## src/rtl/sobel_pkg.sv

```systemverilog
package sobel_pkg;

  localparam int unsigned WIN_TAPS = 9;

  typedef enum logic {
    DIR_X = 1'b0,
    DIR_Y = 1'b1
  } grad_dir_e;

  // Sobel coefficient at window position (r,c): sign along the gradient axis, weight 2 on the middle line
  function automatic int sobel_coef(grad_dir_e dir, int r, int c);
    int along;
    int across;
    along  = (dir == DIR_X) ? c - 1 : r - 1;
    across = (dir == DIR_X) ? r : c;
    return along * ((across == 1) ? 2 : 1);
  endfunction

endpackage

```

## src/rtl/sobel_grad.sv

```systemverilog
module sobel_grad
  import sobel_pkg::*;
#(
  parameter int unsigned PIX_W  = 8,
  parameter int unsigned GRAD_W = PIX_W + 3,
  parameter grad_dir_e   DIR    = DIR_X
) (
  input  logic [WIN_TAPS*PIX_W-1:0] win_i,
  output logic signed [GRAD_W-1:0]  grad_o
);

  logic signed [GRAD_W-1:0] term [WIN_TAPS];

  for (genvar t = 0; t < WIN_TAPS; t++) begin : g_tap
    localparam int                       R    = t / 3;
    localparam int                       C    = t % 3;
    localparam logic signed [GRAD_W-1:0] COEF = GRAD_W'(sobel_coef(DIR, R, C));
    logic signed [GRAD_W-1:0] pix_ext;
    assign pix_ext = $signed({{(GRAD_W-PIX_W){1'b0}}, win_i[t*PIX_W +: PIX_W]});
    assign term[t] = pix_ext * COEF;
  end

  always_comb begin
    grad_o = '0;
    for (int i = 0; i < WIN_TAPS; i++) grad_o = grad_o + term[i];
  end

endmodule

```

## src/rtl/sobel_clamp.sv

```systemverilog
module sobel_clamp #(
  parameter int unsigned PIX_W  = 8,
  parameter int unsigned GRAD_W = PIX_W + 3
) (
  input  logic signed [GRAD_W-1:0] grad_i,
  output logic [PIX_W-1:0]         clip_o
);

  localparam int unsigned PIX_MAX = (1 << PIX_W) - 1;

  always_comb begin
    if (grad_i[GRAD_W-1])                            clip_o = '0;
    else if ($unsigned(grad_i) > GRAD_W'(PIX_MAX))   clip_o = PIX_W'(PIX_MAX);
    else                                             clip_o = grad_i[PIX_W-1:0];
  end

endmodule

```

## src/rtl/sobel_edge_unit.sv

```systemverilog
module sobel_edge_unit
  import sobel_pkg::*;
#(
  parameter int unsigned PIX_W = 8,
  parameter int unsigned IMG_W = 512,
  parameter int unsigned IMG_H = 512,
  localparam int unsigned ROW_W = $clog2(IMG_H),
  localparam int unsigned COL_W = $clog2(IMG_W)
) (
  input  logic                      clk_i,
  input  logic                      rst_ni,
  input  logic                      valid_i,
  input  logic [WIN_TAPS*PIX_W-1:0] win_i,
  input  logic [ROW_W-1:0]          row_i,
  input  logic [COL_W-1:0]          col_i,
  output logic                      valid_o,
  output logic [PIX_W-1:0]          pix_o,
  output logic [ROW_W-1:0]          row_o,
  output logic [COL_W-1:0]          col_o
);

  localparam int unsigned GRAD_W = PIX_W + 3;
  localparam int unsigned SUM_W  = PIX_W + 1;
  localparam int unsigned N_DIR  = 2;

  logic signed [GRAD_W-1:0] grad_w [N_DIR];
  logic signed [GRAD_W-1:0] grad_q [N_DIR];
  logic [PIX_W-1:0]         clip_w [N_DIR];
  logic [PIX_W-1:0]         clip_q [N_DIR];

  logic             border_w;
  logic             v1_q, v2_q, b1_q, b2_q;
  logic [ROW_W-1:0] row1_q, row2_q;
  logic [COL_W-1:0] col1_q, col2_q;
  logic [SUM_W-1:0] weight_w;

  // stage 0 (comb): both gradients
  for (genvar d = 0; d < N_DIR; d++) begin : g_dir
    sobel_grad #(
      .PIX_W (PIX_W),
      .GRAD_W(GRAD_W),
      .DIR   (grad_dir_e'(d))
    ) u_grad (
      .win_i (win_i),
      .grad_o(grad_w[d])
    );

    sobel_clamp #(
      .PIX_W (PIX_W),
      .GRAD_W(GRAD_W)
    ) u_clamp (
      .grad_i(grad_q[d]),
      .clip_o(clip_w[d])
    );
  end

  assign border_w = (row_i == '0) || (row_i == ROW_W'(IMG_H - 1)) ||
                    (col_i == '0) || (col_i == COL_W'(IMG_W - 1));

  // stage 1: gradients, stage 2: clamped gradients
  always_ff @(posedge clk_i or negedge rst_ni) begin
    if (!rst_ni) begin
      v1_q   <= 1'b0;
      v2_q   <= 1'b0;
      b1_q   <= 1'b0;
      b2_q   <= 1'b0;
      row1_q <= '0;
      row2_q <= '0;
      col1_q <= '0;
      col2_q <= '0;
      for (int d = 0; d < N_DIR; d++) begin
        grad_q[d] <= '0;
        clip_q[d] <= '0;
      end
    end else begin
      v1_q   <= valid_i;
      b1_q   <= border_w;
      row1_q <= row_i;
      col1_q <= col_i;
      v2_q   <= v1_q;
      b2_q   <= b1_q;
      row2_q <= row1_q;
      col2_q <= col1_q;
      for (int d = 0; d < N_DIR; d++) begin
        grad_q[d] <= grad_w[d];
        clip_q[d] <= clip_w[d];
      end
    end
  end

  assign weight_w = {1'b0, clip_q[0]} + {1'b0, clip_q[1]};

  // stage 3: max - weight; for weight <= max this is the bitwise inverse
  always_ff @(posedge clk_i or negedge rst_ni) begin
    if (!rst_ni) begin
      valid_o <= 1'b0;
      pix_o   <= '0;
      row_o   <= '0;
      col_o   <= '0;
    end else begin
      valid_o <= v2_q;
      row_o   <= row2_q;
      col_o   <= col2_q;
      if (b2_q || weight_w[PIX_W]) pix_o <= '0;
      else                         pix_o <= ~weight_w[PIX_W-1:0];
    end
  end

endmodule

```

## config.mk

```make
export PLATFORM = sky130hd
export DESIGN_NAME = sobel_edge_unit
export DESIGN_NICKNAME = d
export VERILOG_FILES = /design/src/rtl/sobel_pkg.sv /design/src/rtl/sobel_grad.sv /design/src/rtl/sobel_clamp.sv /design/src/rtl/sobel_edge_unit.sv
export SDC_FILE = /design/constraint.sdc
export NUM_CORES = 1
export LEC_CHECK = 0
export ABC_AREA = 1
export CELL_PAD_IN_SITES_DETAIL_PLACEMENT = 0
export CELL_PAD_IN_SITES_GLOBAL_PLACEMENT = 1
export CORE_MARGIN = 2
export CORE_UTILIZATION = 44
export DETAILED_ROUTE_END_ITERATION = 8
export GPL_TIMING_DRIVEN = 1
export PLACE_DENSITY = 0.95
export SETUP_SLACK_MARGIN = 0.5
export SLEW_MARGIN = 25
export SYNTH_ARGS = -nofsm -noshare
export SYNTH_HDL_FRONTEND = slang
export SYNTH_SLANG_ARGS = --single-unit
```

## constraint.sdc

```tcl
create_clock -name clk_i -period 2.63 [get_ports clk_i]
set_input_delay 0.263 -clock clk_i [delete_from_list [all_inputs] [get_ports clk_i]]
set_output_delay 0.263 -clock clk_i [all_outputs]
set_load 0.02 [all_outputs]
```

==> reports/results.tsv, run 1 <==
stage	metric	value	unit
placement	gp_congestion	0.954	
critical_path	arrival	3.54	ns
timing	finClkSkew	0.00477	ns
cells_and_area	nets	1023	
hold_path	min_path_type	in2reg	
clock_network	insertion_delay	0.34	ns
critical_path	timing.rr.start	clip_q[0]$_DFF_PN0_	
floorplanning	io-pin-count	120	
synthesis	synth-edff-count	0	
global_routing	track_usage	19.7	%
drt	wl_per_cell	13.8	um
cells_and_area	diodes	0	
synthesis	syn_area	6340	um2
floorplanning	dieArea	15400	um2
critical_path	worstSetupPathType	in2reg	
timing	max_freq	0.303	GHz
drt	dr_total_vias	4757	
drt	drtAntennaViolNets	0	
power	power_density	957	nW/um2
global_routing	overflow	0	
drt	drt-initial-drc-count	269	
timing	worst_pin_slew	0.513	ns
synthesis	ys_types	33	
synthesis	syn_nets	813	
status	violations	negative setup slack	
power	p_leak	4.67	nW
floorplanning	die_w	124	um
clock_network	cts.clk_slew.worst_paths	0.07	ns
placement	post-dp-hpwl	11000	um
cells_and_area	final_core_util	66.4	%
critical_path	crit_fanout	4	
cells_and_area	layout_common_cells	inv_1, dfrtp_1, clkdlybuf4s50_1	
global_routing	grt_pass1_wl	23300	um
timing	relSlewSlack	65.6	%
critical_path	end_kind	register	
clock_network	clk_path_buf_depth	2	
clock_network	cts_made_buffers	9	
synthesis	ys_async_sr_fraction	100	%
synthesis	syn_avg_cell_area	10.3	um2
floorplanning	num_rows	43	
drt	route.detailed.drc	0	
critical_path	r2r-end	pix_o[5]$_DFF_PN0_	
global_routing	grt_max_degree	65	
power	vdd.ir_drop.worst	0.478	mV
drt	vias_per_cell	4.70	
timing	rsz0062_at_grt	true	
timing	layout_setup_ws	-0.673	ns
clock_network	cts-root-buf	clkbuf_16	
floorplanning	die_h	124	um
drt	dr.pass1.iters	4	
floorplanning	start_util	45.3	%
floorplanning	core-area	14000	um2
critical_path	cp.required	2.86	ns
cells_and_area	drive_above_1_share	31.0	%
cells_and_area	fillers	986	
cells_and_area	design_area	9290	um2
global_routing	grt_pass1_vias	5185	
placement	numPortBuffers	111	
synthesis	yosys-top-cells-area	dfrtp_1, fa_1, inv_1, ha_1, nand2_1	
timing	final_hold_viol_count	0	
critical_path	cp-start-kind	primary input	
synthesis	yosysTopAreaCellShare	41.0	%
drt	wirelength	14000	um
synthesis	ys_warn_count	0	
synthesis	netlist_instances	618	
cells_and_area	layout_commonest_cell	inv_1	
clock_network	cts_sinks	104	
timing	whs	0.306	ns
clock_network	cts_tree	yes	
synthesis	synth_largest_area_cell	dfrtp_1	
placement	placed_cell_area	8390	um2
synthesis	ys_seq_elements	104	
synthesis	synth_ff_type	dfrtp_1	
timing	period_needed	3.30	ns
hold_path	worstHoldStart	win_i[0]	
timing	setup_viol	16	
critical_path	r2r_setup_slack	0.90	ns
run	maxCapViolations	0	
timing	fin_crit_sh	126	%
cells_and_area	syn_to_final_growth	46.5	%
timing	drv_slew	0	
hold_path	hold_depth	3	
clock_network	htree_levels	3	
global_routing	antenna_found_initial	0	
status	status	complete, but fails checks	
synthesis	seq_area_frac_synth	41.0	%
critical_path	reg2regPathDepth	9	
hold_path	holdPathEnd	grad_q[0]$_DFF_PN0_	
## repair_timing
item | CTS | global route
hold buffers | 1 | 0
endpoints found under the setup margin | 20 | 20
pin swaps | 86 | 52
endpoints found under the hold margin | 40 | 0
buffers inserted | 17 | 8
resized for setup | 169 | 36
## state kept, by name, summed over array words and instances, names as in the netlist
signal,flops
col_o,9
valid_o,1
b1_q,1
row1_q,9
v2_q,1
clip_q,16
grad_q,21
col2_q,9
b2_q,1
row_o,9
row2_q,9
col1_q,9
pix_o,8
v1_q,1
## cell type report
cell class,instances,area (um2),area share [%]
Multi-Input combinational cell,346,3710,39.9
Sequential cell,104,2600,28.0
Timing Repair Buffer,201,1830,19.7
Inverter,166,641,6.89
Clock buffer,10,229,2.46
Tap cell,180,225,2.42
Clock inverter,6,57.6,0.619
## where the power goes
| group | switching (mW) | total (mW) | internal (mW) |
|---|---|---|---|
| registers | 0.153 | 2.19 | 2.04 |
| logic | 2.80 | 5.45 | 2.65 |
| clock network | 0.589 | 1.26 | 0.667 |
| total | 3.54 | 8.90 | 5.35 |
## per-layer routing
layer | track usage (%) | vias up | part of all wire [%]
met4 | 7.79 | 0 | 3.0
met2 | 37.1 | 120 | 54
met3 | 2.75 | 26 | 3.6
met1 | 22.4 | 2333 | 40
li1 | - | 2278 | -
met5 | 0 | - | 0
## Yosys cell counts (4+ instances only)
master and number:
a21o_1 5, a21oi_1 30, a31oi_1 4, dfrtp_1 104, fa_1 61, ha_1 41
inv_1 163, nand2_1 71, nand3_1 22, nand4_1 9, nor2_1 30, nor3_1 8
o21ai_0 4, xnor2_1 6, xor2_1 26
## kinds of logic after synthesis
logic type      Yosys count  share of synthesized area, %
buf+inv                 168                          9.94
simple gates            163                          12.8
flops                   104                          41.0
fa+ha+maj               102                          27.3
compound gates           49                          4.50
xor+xnor                 32                          4.42
## through the flow
| stage | setup slack (ns) | std cells | setup TNS, ns | total power, mW |
|---|---|---|---|---|
| floorplan | -0.727 | 618 | -8.58 | 5.23 |
| global placement | -1.52 | 971 | -22.86 | 6.51 |
| detailed placement | -1.60 | 971 | -24.13 | 6.68 |
| CTS | -0.612 | 1005 | -7.30 | 8.42 |
| global route | -0.889 | 1013 | -10.66 | 9.64 |
| finish | -0.673 | 1013 | -8.65 | 8.90 |
## how the worst max path moves through the flow
stage | from | endpoint | slack (ns) | depth (start not counted)
after floorplan | win_i[1] | grad_q[10]$_DFF_PN0_ | -0.73 | 21
after global routing | win_i[2] | grad_q[10]$_DFF_PN0_ | -0.89 | 22
after CTS | win_i[0] | grad_q[9]$_DFF_PN0_ | -0.61 | 16
after global placement | win_i[0] | grad_q[10]$_DFF_PN0_ | -1.52 | 22
after detailed placement | win_i[1] | grad_q[10]$_DFF_PN0_ | -1.60 | 22
final | win_i[2] | grad_q[21]$_DFF_PN0_ | -0.67 | 23
## worst max-delay path: stages
cell     delay [ns]
buf_8          0.10
nor2_4         0.09
nand2_2        0.08
nor2_4         0.17
nand2_4        0.10
nor2_4         0.10
nor2_2         0.05
nor2_2         0.13
buf_4          0.13
buf_6          0.08
fa_1           0.41
inv_2          0.07
fa_2           0.44
fa_1           0.53
inv_2          0.05
ha_4           0.30
nand2_4        0.08
nor2_2         0.07
nand2_1        0.06
nand3_2        0.08
inv_1          0.04
nand3_1        0.06
nand2_1        0.05
Note: power is estimated with default switching activity, not from simulation.
==> inputs of run 2 (changes only) <==
CORE_UTILIZATION = 23   (was 44)
PLACE_DENSITY = 0.6   (was 0.95)
SLEW_MARGIN = default   (was 25)
==> run 2 against run 1 <==
The flow still finishes with violations (negative setup slack). Global-route usage decreased by 9.6 points. Via count decreased by 6.4%. Clock power increased by 5%. Critical endpoint is now grad_q[20]$_DFF_PN0_. Largest power group unchanged.
==> reports/results.tsv, run 2 (synthesized netlist as in run 1, its figures left out) <==
stage	metric	value	unit
status	status	complete, but fails checks	
status	violations	negative setup slack	
drt	dr.pass1.iters	5	
clock_network	clk_path_buf_depth	2	
power	power_density	922	nW/um2
critical_path	r2r_setup_slack	0.95	ns
power	power	8.59	mW
global_routing	track_usage	10.1	%
critical_path	cp_top_family	adder cells	
placement	gp_congestion	0.791	
critical_path	cp-start-kind	primary input	
critical_path	max_stage_delay	0.55	ns
cells_and_area	reg.largest.list	grad_q x21, clip_q x16	
hold_path	min_path_type	reg2reg	
critical_path	r2r-end	pix_o[5]$_DFF_PN0_	
drt	route.detailed.drc	0	
clock_network	cts-root-buf	clkbuf_16	
global_routing	overflow	0	
timing	fin_crit_sh	126	%
clock_network	htree_levels	3	
critical_path	reg2regPathDepth	9	
critical_path	endpoint	grad_q[20]$_DFF_PN0_	
run	maxCapViolations	0	
timing	finClkSkew	0.00990	ns
placement	dpl_worst_slack	-1.64	ns
timing	relSlewSlack	64.2	%
critical_path	worst_path_max_delay_cell	fa_1	
floorplanning	start_util	23.5	%
cells_and_area	seq_area	2600	um2
placement	dp_cells	1135	
critical_path	end_kind	register	
clock_network	cts_tree	yes	
critical_path	crit_fanout	4	
clock_network	insertion_delay	0.35	ns
critical_path	path_depth	19	
critical_path	timing.rr.start	clip_q[0]$_DFF_PN0_	
clock_network	cts_sinks	104	
floorplanning	die_w	170	um
global_routing	grt_pass1_vias	4855	
drt	dr_total_vias	4454	
global_routing	grt_pass1_wl	23100	um
critical_path	worstSetupPathType	in2reg	
floorplanning	core-area	27000	um2
timing	worst_pin_slew	0.537	ns
timing	period_needed	3.32	ns
drt	wl_per_cell	11.6	um
timing	setup_viol	16	
timing	final_hold_viol_count	0	
timing	layout_setup_ws	-0.688	ns
cells_and_area	regMostFlops	grad_q	
critical_path	crit_chain	buf_6 -> buf_6 -> inv_12 -> ha_4 -> nand2_4 -> inv_2 -> nand2_2 -> xor2_2 -> fa_1 -> inv_2 -> fa_1 -> inv_1 -> fa_1 -> inv_2 -> ha_4 -> a21o_1 -> a31oi_1 -> nand2_1 -> xor2_1	
cells_and_area	syn_to_final_growth	46.9	%
floorplanning	num_rows	60	
cells_and_area	fillers	2788	
cells_and_area	layout_commonest_cell	inv_1	
cells_and_area	multi_input_area	3560	um2
timing	setup_tns	-8.56	ns
cells_and_area	nets	1016	
cells_and_area	layout_common_cells	inv_1, dfrtp_1, clkdlybuf4s50_1	
clock_network	cts.clk_slew.worst_paths	0.08	ns
drt	vias_per_cell	3.82	
drt	wirelength	13500	um
drt	drtAntennaViolNets	0	
cells_and_area	drive_above_1_share	26.8	%
global_routing	antenna_found_initial	0	
floorplanning	die_h	170	um
cells_and_area	final_core_util	34.5	%
placement	numPortBuffers	111	
power	vdd.ir_drop.worst	0.385	mV
drt	drt-initial-drc-count	191	
critical_path	crit_buf_inv	7	
placement	post-dp-hpwl	11300	um
clock_network	cts_made_buffers	9	
cells_and_area	largest_reg_flops	21	
floorplanning	dieArea	28900	um2
cells_and_area	fin_cells	1167	
critical_path	cp.required	2.87	ns
timing	drv_slew	0	
power	p_leak	4.60	nW
timing	max_freq	0.301	GHz
cells_and_area	diodes	0	
critical_path	crit_path_start	win_i[0]	
critical_path	arrival	3.56	ns
floorplanning	io-pin-count	120	
global_routing	grt_max_degree	105	
timing	rsz0062_at_grt	true	
## run 2: area by class of cell
type | count | share of cell area, %
Clock buffer | 9 | 2.42
Sequential cell | 104 | 27.9
Inverter | 166 | 6.90
Tap cell | 341 | 4.58
Multi-Input combinational cell | 346 | 38.2
Timing Repair Buffer | 194 | 19.0
Clock inverter | 7 | 0.913
## run 2: how the worst min path moves through the flow
stage / from / endpoint / slack (ns) / cells after the start
after floorplan: rst_ni / b1_q$_DFF_PN0_ / -0.03 / 0
after global placement: col1_q[2]$_DFF_PN0_ / col2_q[2]$_DFF_PN0_ / 0.33 / 0
after detailed placement: col1_q[1]$_DFF_PN0_ / col2_q[1]$_DFF_PN0_ / 0.33 / 0
after CTS: col2_q[3]$_DFF_PN0_ / col_o[3]$_DFF_PN0_ / 0.35 / 0
after global routing: b1_q$_DFF_PN0_ / b2_q$_DFF_PN0_ / 0.36 / 0
final: col2_q[3]$_DFF_PN0_ / col_o[3]$_DFF_PN0_ / 0.35 / 0
## run 2: through the flow
stage               hold WS, ns  area, um2
CTS                       0.350       9180
global placement          0.331       8610
detailed placement        0.335       8610
floorplan               -0.0326       6570
global route              0.356       9320
finish                    0.349       9320
## run 2: worst reg2reg max path, cell delays in order (launching register included)
cell and delay (ns):
dfrtp_1 0.33, ha_1 0.19, inv_1 0.06, fa_1 0.36, inv_1 0.11, nand3_1 0.08, nand2_1 0.10, nand2_1 0.07
o2111ai_2 0.15, nor2_1 0.10
## run 2: where the power goes
| group | switching [mW] | internal (mW) | leakage (nW) |
|---|---|---|---|
| Combinational | 2.56 | 2.52 | 3.23 |
| Clock | 0.646 | 0.678 | 0.146 |
| Sequential | 0.152 | 2.04 | 1.23 |
| Total | 3.35 | 5.23 | 4.60 |
## run 2: repair_timing
action / in CTS / in global routing
hold endpoints to repair: 2 / 0
setup endpoints to repair: 20 / 19
pin swaps: 76 / 44
hold buffers: 1 / 0
resized for setup: 98 / 31
buffers inserted: 10 / 5
## run 2: layer usage
layer / track usage (%) / routed length [um] / vias to the layer above
met5: 0 / 0 / -
met4: 2.90 / 144 / 0
met3: 1.72 / 566 / 10
met2: 17.5 / 6540 / 93
met1: 13.1 / 6290 / 2090
li1: - / - / 2261
